==> config.mk <==
export PLATFORM = sky130hd
export DESIGN_NAME = sw_tlb
export DESIGN_NICKNAME = d
export VERILOG_FILES = /design/src/rtl/sw_tlb_pkg.sv /design/src/rtl/sw_tlb_regs.sv /design/src/rtl/sw_tlb_array.sv /design/src/rtl/sw_tlb_match.sv /design/src/rtl/sw_tlb.sv
export SDC_FILE = /design/constraint.sdc
export NUM_CORES = 2
export LEC_CHECK = 0
export BUFFER_PORTS_ARGS = -buffer_cell sky130_fd_sc_hd__buf_4
export CAP_MARGIN = 25
export CORE_MARGIN = 4
export CORE_UTILIZATION = 61
export CTS_CLUSTER_SIZE = 24
export DETAILED_ROUTE_END_ITERATION = 10
export MAX_ROUTING_LAYER = met4
export PLACE_DENSITY = 0.77
export SYNTH_ARGS = -nofsm -noshare
export SYNTH_HDL_FRONTEND = slang
export SYNTH_SLANG_ARGS = --single-unit
export TNS_END_PERCENT = 30
==> constraint.sdc <==
create_clock -name clk_i -period 4.8 [get_ports clk_i]
set_clock_uncertainty 0.05 [all_clocks]
set_input_delay 0.48 -clock clk_i [delete_from_list [all_inputs] [get_ports clk_i]]
set_output_delay 0.48 -clock clk_i [all_outputs]
set_load 0.03 [all_outputs]
==> src/rtl/sw_tlb_pkg.sv <==
package sw_tlb_pkg;

  typedef enum logic [2:0] {
    SEL_CTRL = 3'd0,
    SEL_EPN  = 3'd1,
    SEL_ATTR = 3'd2,
    SEL_RPN  = 3'd3,
    SEL_ASID = 3'd4
  } wr_sel_e;

  localparam int CTRL_XLAT    = 0;
  localparam int CTRL_CIDEF   = 1;
  localparam int CTRL_RSV4    = 2;
  localparam int CTRL_IDX_LSB = 8;

  typedef struct packed {
    logic       glb;
    logic       wt;
    logic       ci;
    logic [2:0] psz;
  } attr_t;

  localparam int ATTR_W = $bits(attr_t);

  // page offset width per size code
  function automatic int unsigned off_bits(input logic [2:0] psz);
    case (psz)
      3'd1:    off_bits = 12;
      3'd2:    off_bits = 14;
      3'd3:    off_bits = 19;
      3'd4:    off_bits = 23;
      default: off_bits = 10;
    endcase
  endfunction

endpackage

==> src/rtl/sw_tlb_regs.sv <==
module sw_tlb_regs
  import sw_tlb_pkg::*;
#(
  parameter int AW     = 32,
  parameter int IDX_W  = 5,
  parameter int ASID_W = 4
) (
  input  logic              clk_i,
  input  logic              rst_ni,
  input  logic              wr_en_i,
  input  logic [2:0]        wr_sel_i,
  input  logic [AW-1:0]     wr_data_i,
  output logic              xlat_en_o,
  output logic              ci_def_o,
  output logic              rsv4_o,
  output logic [IDX_W-1:0]  idx_o,
  output logic [ASID_W-1:0] asid_o,
  output logic [AW-1:0]     stg_epn_o,
  output attr_t             stg_attr_o,
  output logic              commit_o
);

  logic wr_ctrl, wr_epn, wr_attr, wr_asid;

  assign wr_ctrl  = wr_en_i && (wr_sel_i == SEL_CTRL);
  assign wr_epn   = wr_en_i && (wr_sel_i == SEL_EPN);
  assign wr_attr  = wr_en_i && (wr_sel_i == SEL_ATTR);
  assign wr_asid  = wr_en_i && (wr_sel_i == SEL_ASID);
  assign commit_o = wr_en_i && (wr_sel_i == SEL_RPN);

  always_ff @(posedge clk_i or negedge rst_ni) begin
    if (!rst_ni) begin
      xlat_en_o <= 1'b0;
      ci_def_o  <= 1'b0;
      rsv4_o    <= 1'b0;
      idx_o     <= '0;
    end else if (wr_ctrl) begin
      xlat_en_o <= wr_data_i[CTRL_XLAT];
      ci_def_o  <= wr_data_i[CTRL_CIDEF];
      rsv4_o    <= wr_data_i[CTRL_RSV4];
      idx_o     <= wr_data_i[CTRL_IDX_LSB +: IDX_W];
    end
  end

  always_ff @(posedge clk_i or negedge rst_ni) begin
    if (!rst_ni) asid_o <= '0;
    else if (wr_asid) asid_o <= wr_data_i[ASID_W-1:0];
  end

  always_ff @(posedge clk_i or negedge rst_ni) begin
    if (!rst_ni) begin
      stg_epn_o  <= '0;
      stg_attr_o <= '0;
    end else begin
      if (wr_epn)  stg_epn_o  <= wr_data_i;
      if (wr_attr) stg_attr_o <= attr_t'(wr_data_i[ATTR_W-1:0]);
    end
  end

endmodule

==> src/rtl/sw_tlb_array.sv <==
module sw_tlb_array
  import sw_tlb_pkg::*;
#(
  parameter int N      = 32,
  parameter int AW     = 32,
  parameter int IDX_W  = 5,
  parameter int ASID_W = 4
) (
  input  logic              clk_i,
  input  logic              rst_ni,
  input  logic              commit_i,
  input  logic [IDX_W-1:0]  idx_i,
  input  logic [AW-1:0]     epn_i,
  input  attr_t             attr_i,
  input  logic [AW-1:0]     rpn_i,
  input  logic [ASID_W-1:0] asid_i,
  input  logic              inval_i,
  input  logic              rsv4_i,
  output logic [N-1:0]      valid_o,
  output logic [AW-1:0]     epn_o  [N],
  output logic [AW-1:0]     rpn_o  [N],
  output attr_t             attr_o [N],
  output logic [ASID_W-1:0] asid_o [N]
);

  localparam int RSV_LO = N - 4;

  for (genvar g = 0; g < N; g++) begin : g_ent
    localparam bit IS_RSV = (g >= RSV_LO);
    logic sel;
    assign sel = commit_i && (idx_i == IDX_W'(g));

    // commit outranks a same-cycle invalidate
    always_ff @(posedge clk_i or negedge rst_ni) begin
      if (!rst_ni) valid_o[g] <= 1'b0;
      else if (sel) valid_o[g] <= 1'b1;
      else if (inval_i && !(rsv4_i && IS_RSV)) valid_o[g] <= 1'b0;
    end

    always_ff @(posedge clk_i) begin
      if (sel) begin
        epn_o[g]  <= epn_i;
        rpn_o[g]  <= rpn_i;
        attr_o[g] <= attr_i;
        asid_o[g] <= asid_i;
      end
    end
  end

endmodule

==> src/rtl/sw_tlb_match.sv <==
module sw_tlb_match
  import sw_tlb_pkg::*;
#(
  parameter int N      = 32,
  parameter int AW     = 32,
  parameter int IDX_W  = 5,
  parameter int ASID_W = 4
) (
  input  logic [AW-1:0]     va_i,
  input  logic [N-1:0]      valid_i,
  input  logic [AW-1:0]     epn_i  [N],
  input  logic [AW-1:0]     rpn_i  [N],
  input  attr_t             attr_i [N],
  input  logic [ASID_W-1:0] ent_asid_i [N],
  input  logic [ASID_W-1:0] cur_asid_i,
  output logic              hit_o,
  output logic [AW-1:0]     pa_o,
  output logic              ci_o,
  output logic              wt_o
);

  logic [N-1:0]  hit_vec;
  logic [AW-1:0] mask [N];
  logic [IDX_W-1:0] sel;

  for (genvar g = 0; g < N; g++) begin : g_cmp
    logic asid_ok;
    assign mask[g]    = {AW{1'b1}} << off_bits(attr_i[g].psz);
    assign asid_ok    = attr_i[g].glb || (ent_asid_i[g] == cur_asid_i);
    assign hit_vec[g] = valid_i[g] && asid_ok && (((va_i ^ epn_i[g]) & mask[g]) == '0);
  end

  // lowest index wins
  always_comb begin
    sel = '0;
    for (int i = N - 1; i >= 0; i--) begin
      if (hit_vec[i]) sel = IDX_W'(i);
    end
  end

  assign hit_o = |hit_vec;
  assign pa_o  = (rpn_i[sel] & mask[sel]) | (va_i & ~mask[sel]);
  assign ci_o  = attr_i[sel].ci;
  assign wt_o  = attr_i[sel].wt;

endmodule

==> src/rtl/sw_tlb.sv <==
module sw_tlb
  import sw_tlb_pkg::*;
#(
  parameter int N_ENT  = 32,
  parameter int AW     = 32,
  parameter int ASID_W = 4
) (
  input  logic          clk_i,
  input  logic          rst_ni,
  input  logic          wr_en_i,
  input  logic [2:0]    wr_sel_i,
  input  logic [AW-1:0] wr_data_i,
  input  logic          inval_all_i,
  input  logic          req_i,
  input  logic [AW-1:0] va_i,
  output logic          rsp_vld_o,
  output logic          hit_o,
  output logic          miss_o,
  output logic [AW-1:0] pa_o,
  output logic          ci_o,
  output logic          wt_o
);

  localparam int IDX_W = $clog2(N_ENT);

  logic              xlat_en, ci_def, rsv4, commit;
  logic [IDX_W-1:0]  idx;
  logic [ASID_W-1:0] cur_asid;
  logic [AW-1:0]     stg_epn;
  attr_t             stg_attr;

  logic [N_ENT-1:0]  valid;
  logic [AW-1:0]     ent_epn  [N_ENT];
  logic [AW-1:0]     ent_rpn  [N_ENT];
  attr_t             ent_attr [N_ENT];
  logic [ASID_W-1:0] ent_asid [N_ENT];

  logic          m_hit, m_ci, m_wt;
  logic [AW-1:0] m_pa;

  sw_tlb_regs #(.AW(AW), .IDX_W(IDX_W), .ASID_W(ASID_W)) u_regs (
    .clk_i      (clk_i),
    .rst_ni     (rst_ni),
    .wr_en_i    (wr_en_i),
    .wr_sel_i   (wr_sel_i),
    .wr_data_i  (wr_data_i),
    .xlat_en_o  (xlat_en),
    .ci_def_o   (ci_def),
    .rsv4_o     (rsv4),
    .idx_o      (idx),
    .asid_o     (cur_asid),
    .stg_epn_o  (stg_epn),
    .stg_attr_o (stg_attr),
    .commit_o   (commit)
  );

  sw_tlb_array #(.N(N_ENT), .AW(AW), .IDX_W(IDX_W), .ASID_W(ASID_W)) u_array (
    .clk_i    (clk_i),
    .rst_ni   (rst_ni),
    .commit_i (commit),
    .idx_i    (idx),
    .epn_i    (stg_epn),
    .attr_i   (stg_attr),
    .rpn_i    (wr_data_i),
    .asid_i   (cur_asid),
    .inval_i  (inval_all_i),
    .rsv4_i   (rsv4),
    .valid_o  (valid),
    .epn_o    (ent_epn),
    .rpn_o    (ent_rpn),
    .attr_o   (ent_attr),
    .asid_o   (ent_asid)
  );

  sw_tlb_match #(.N(N_ENT), .AW(AW), .IDX_W(IDX_W), .ASID_W(ASID_W)) u_match (
    .va_i       (va_i),
    .valid_i    (valid),
    .epn_i      (ent_epn),
    .rpn_i      (ent_rpn),
    .attr_i     (ent_attr),
    .ent_asid_i (ent_asid),
    .cur_asid_i (cur_asid),
    .hit_o      (m_hit),
    .pa_o       (m_pa),
    .ci_o       (m_ci),
    .wt_o       (m_wt)
  );

  always_ff @(posedge clk_i or negedge rst_ni) begin
    if (!rst_ni) begin
      rsp_vld_o <= 1'b0;
      hit_o     <= 1'b0;
      miss_o    <= 1'b0;
      pa_o      <= '0;
      ci_o      <= 1'b0;
      wt_o      <= 1'b0;
    end else begin
      rsp_vld_o <= req_i;
      hit_o     <= 1'b0;
      miss_o    <= 1'b0;
      if (req_i) begin
        if (!xlat_en) begin
          pa_o <= va_i;
          ci_o <= ci_def;
          wt_o <= 1'b0;
        end else if (m_hit) begin
          hit_o <= 1'b1;
          pa_o  <= m_pa;
          ci_o  <= m_ci;
          wt_o  <= m_wt;
        end else begin
          miss_o <= 1'b1;
          pa_o   <= '0;
          ci_o   <= 1'b0;
          wt_o   <= 1'b0;
        end
      end
    end
  end

endmodule

==> impl_summary.txt <==
----------------------------------------------------
[STA]
  Highest clock rate ... 0.205 GHz
  Final setup slack of the worst path ... -0.0851 ns
  Crit path time final ... 4.89 ns
  Setup repair after global routing missed its margin ... true
  Final Cycle Share ... 1.02
  Measured slew at the worst slew-check pin ... 1.06 ns
  Total of endpoints with negative setup slack in the final report ... 12
  Setup total negative slack ... -0.619 ns
  Worst rel slew slack ... 0.289
  Number of pins with negative max-slew slack in the final report ... 0
  Hold_ws ... 0.0507 ns
  Number of hold violations in the final report ... 0

[Global routing]
  Global route overflow ... 0
  Global-route usage over all layers ... 0.359
  GR met1 Demand/Resource ... 0.495
  Global-route wire length before repair ... 341 mm
  Global-route track usage on met2 ... 0.519
  Routing usage on met3 ... 0.0811
  Pin count of the biggest net entering global routing ... 80
  Initial antenna violation count ... 3
  Via count of the first global-routing pass ... 50700
  Most used routing layer ... met2

[Drt]
  DRC marker count from the first detailed-route iteration ... 8166
  ANT nets after route ... 0
  Number of optimization iterations in the first detailed-route pass ... 7
  # DRC ... 0
  Routed wire per std cell ... 29.6 microns
  Ratio of routed vias to standard cells ... 6.46
  Count of vias placed by the detailed router ... 52700
  Total detailed-routing wirelength ... 241 mm

[CTS]
  Number of buffers created by CTS ... 181
  Buffer depth of the longest clock path ... 3
  Sink Count ... 1837
  CTS clk-pin slew, worst paths ... 0.06 ns
  Clock tree from TritonCTS ... done
  Clock Tree Root ... clkbuf_16
  Number of H-tree levels ... 4
  Clock latency of the later-clocked register in the worst-skew pair ... 0.85 ns

[Place]
  Total instance count after detailed placement ... 7729
  Count of buffers inserted at the top-level ports ... 106
  Routability congestion estimate from global placement ... 1.01
  HPWL reported at the end of detailed placement ... 155 mm
  Cell area after placement ... 0.0876 sq mm

[Die]
  Effective utilization at floorplan ... 0.617
  Die boundary width ... 368 microns
  Floorplan Core Area ... 0.128 sq mm
  # rows ... 131
  Die boundary height ... 368 microns
  Top-level port count ... 109
  Area of the die ... 0.136 sq mm

[Worst setup path]
  Critical path's slowest cell ... nor4_1
  Worst Setup End Kind ... flop
  Top cell family by delay on the critical path ... simple AND/OR/NAND/NOR gates
  Category of the most critical setup path ... reg2reg
  Required time of the critical path ... 5.45 ns
  Number of buffers and inverters on the critical path ... 7
  Arrival time at the worst endpoint ... 5.54 ns
  Top cell by count, worst path ... buf_4
  Max Fanout on Critical Path ... 15
  Sequence of cells on the critical path ... buf_12 -> xnor2_1 -> a41oi_2 -> nor4_1 -> nand3_1 -> nand3_1 -> a221oi_2 -> buf_4 -> o311a_4 -> buf_12 -> nor2_4 -> buf_6 -> clkbuf_16 -> buf_4 -> nor2_1 -> a21oi_1 -> buf_4 -> o221a_2 -> a21oi_2 -> or3_4 -> o211ai_1 -> o21ai_1
  Nature of the critical path startpoint ... flop
  Largest stage delay, worst path ... 0.71 ns

[Run status]
  Run status ... complete, but fails checks
  Violations in the final reports ... negative setup slack

[Pwr]
  Cell Int Power ... 26.8 mW
  Part of the total power dissipated in sequential elements ... 0.532
  Total power per unit cell area ... 371 mW/mm^2
  Share of total power in the clock network ... 0.392
  Largest voltage drop on the vdd net ... 0.377 mV
  Switch share ... 0.237
  Switching component of the power ... 8.32 mW
  Static Leak ... 31.6 nW
  Proportion of power drawn by combinational gates ... 0.076

[Logic synthesis]
  Synthesized instance count ... 5392
  Number of flops mapped to enable cells by yosys ... 1728
  Synth Cell Area ... 0.0792 sq mm
  Seq/Total Area, Yosys ... 0.689
  Synthesized area per cell ... 14.7 sq um
  Syn nets ... 5464
  Largest cells by area after synthesis ... edfxtp_1, xnor2_1, dfrtp_1
  Total number of yosys warnings ... 0
  Area share of the leading cell type in the synthesized netlist ... 0.655
  Library cell with the highest instance count after synthesis ... edfxtp_1
  Post-synth cell types ... 95
  Dominant cell type by area after synthesis ... edfxtp_1
  Ys flop type ... edfxtp_1
  Ranking of synthesized cells by instance count ... edfxtp_1, xnor2_1, nand2_1, mux2i_1, nand4_1
  Register bit total from synthesis ... 1837
  Fraction of synthesis flops using an asynchronous set or reset pin ... 0.0593

[Min path]
  Hold crit path type ... in2reg

[Run]
  Max-Cap Viols ... 0

[Final layout]
  Relative area change from synthesis to final layout ... 19.5%
  Number of standard cells in the layout, taps in and fillers out ... 8158
  Register area ... 0.0546 sq mm
  Fraction of final layout cells with drive strength greater than 1 ... 0.222
  Multi-input logic area ... 0.0234 sq mm
  Cell area after layout ... 0.0947 sq mm
  Final layout net count ... 6337
  Fill count ... 7685

----------------------------------------------------
-- path summary, 6_finish.rpt --
path / startpoint / end / slack (ns) / cells past startpoint
worst max-delay path: u_regs.asid_o[1] / pa_o[20] / -0.09 / 22
worst min-delay path: wr_data_i[11] / u_array.rpn_o[523] / 0.05 / 1
worst max register to register: u_regs.asid_o[1] / pa_o[20] / -0.09 / 22
worst min register to register: u_regs.stg_epn_o[11] / u_array.epn_o[875] / 0.41 / 0
max in group asynchronous: rst_ni / u_regs.asid_o[1] / 3.49 / 3
min in group asynchronous: rst_ni / pa_o[6] / 0.17 / 2
-- state kept, by name, summed over array words and instances (netlist names), 4 cells and up --
| signal | cells |
|---|---|
| pa_o | 32 |
| u_array.asid_o | 128 |
| u_array.attr_o | 192 |
| u_array.epn_o | 704 |
| u_array.rpn_o | 704 |
| u_array.valid_o | 32 |
| u_regs.asid_o | 4 |
| u_regs.idx_o | 5 |
| u_regs.stg_attr_o | 6 |
| u_regs.stg_epn_o | 22 |
-- final cells by class --
cell class                      count  share of cell area
Antenna cell                        5            0.000132
Clock buffer                      255              0.0522
Clock inverter                     87             0.00859
Inverter                           82             0.00325
Multi-Input combinational cell   3206               0.248
Sequential cell                  1837               0.577
Tap cell                         1729              0.0228
Timing Repair Buffer              957              0.0885
-- power groups by stage --
stage | logic [mW] | registers [mW] | clock network (mW)
2_1_floorplan | 1.07 | 19.0 | 0
3_3_place_gp | 2.33 | 19.0 | 0
3_5_place_dp | 2.47 | 19.0 | 0
4_1_cts | 2.52 | 18.7 | 13.8
5_1_grt | 2.80 | 18.7 | 14.5
6_report | 2.67 | 18.7 | 13.7
-- worst register-to-register path: stages (launching register included) --
cell	delay [ns]
dfrtp_4	0.57
buf_12	0.20
xnor2_1	0.22
a41oi_2	0.22
nor4_1	0.71
nand3_1	0.29
nand3_1	0.16
a221oi_2	0.04
buf_4	0.16
o311a_4	0.15
buf_12	0.15
nor2_4	0.15
buf_6	0.16
clkbuf_16	0.18
buf_4	0.13
nor2_1	0.04
a21oi_1	0.12
buf_4	0.15
o221a_2	0.19
a21oi_2	0.07
or3_4	0.40
o211ai_1	0.11
o21ai_1	0.09
-- through the flow --
stage	setup slack (ns)	power, mW	util
after CTS	-0.0142	35.0	0.731
final	-0.0851	35.1	0.738
after detailed placement	-0.317	21.5	0.682
after global routing	-0.0465	36.0	0.738
after global placement	-0.278	21.4	0.682
after floorplan	0.568	20.0	-
-- kinds of logic after synthesis --
group	share of synthesized area
compound gates	0.0738
xor+xnor	0.0940
buf+inv	0.0243
flops	0.689
mux	0.0412
simple gates	0.0773
-- per-layer routing --
layer | share of wire | vias to the layer above | wire [microns]
met4 | 0.049 | 0 | 11800
li1 | - | 22300 | -
met5 | 0 | - | 0
met3 | 0.13 | 671 | 32500
met1 | 0.37 | 26000 | 89700
met2 | 0.44 | 3704 | 107000
-- layout by cell type, fill, tap and decap left out, drive strengths merged, types with 10 or more instances in the layout --
master,Yosys,routed
nor3b,34,34
nand3,126,126
a41oi,51,51
nor2b,64,64
a21oi,142,142
edfxtp,1728,1728
nor4,67,67
clkbuf,60,262
a22oi,34,34
a211oi,115,115
nand2,365,365
o311ai,12,12
and3,39,39
mux2i,241,241
buf,209,910
nor2,158,158
o21ai,160,160
and2,10,10
nand4,163,163
a31oi,19,19
a21o,17,18
dfrtp,109,109
nand2b,17,17
o22ai,51,51
mux2,76,76
a221oi,13,13
nor3,58,58
o221ai,17,17
o21a,12,12
o211ai,90,90
dlygate4sd3,0,40
or3,70,70
clkinv,3,71
inv,79,88
xor2,92,92
o31ai,24,24
xnor2,758,758
-- repair_timing --
action                     in CTS  in global routing
pin swaps                       5                 35
setup endpoints to repair      16                 24
hold endpoints to repair      588                  0
gates resized for setup        20                 92
setup buffers                   2                 33
hold buffers                   40                  0
cloned                          0                  6
No activity file was read; power rests on OpenSTA's default activity.
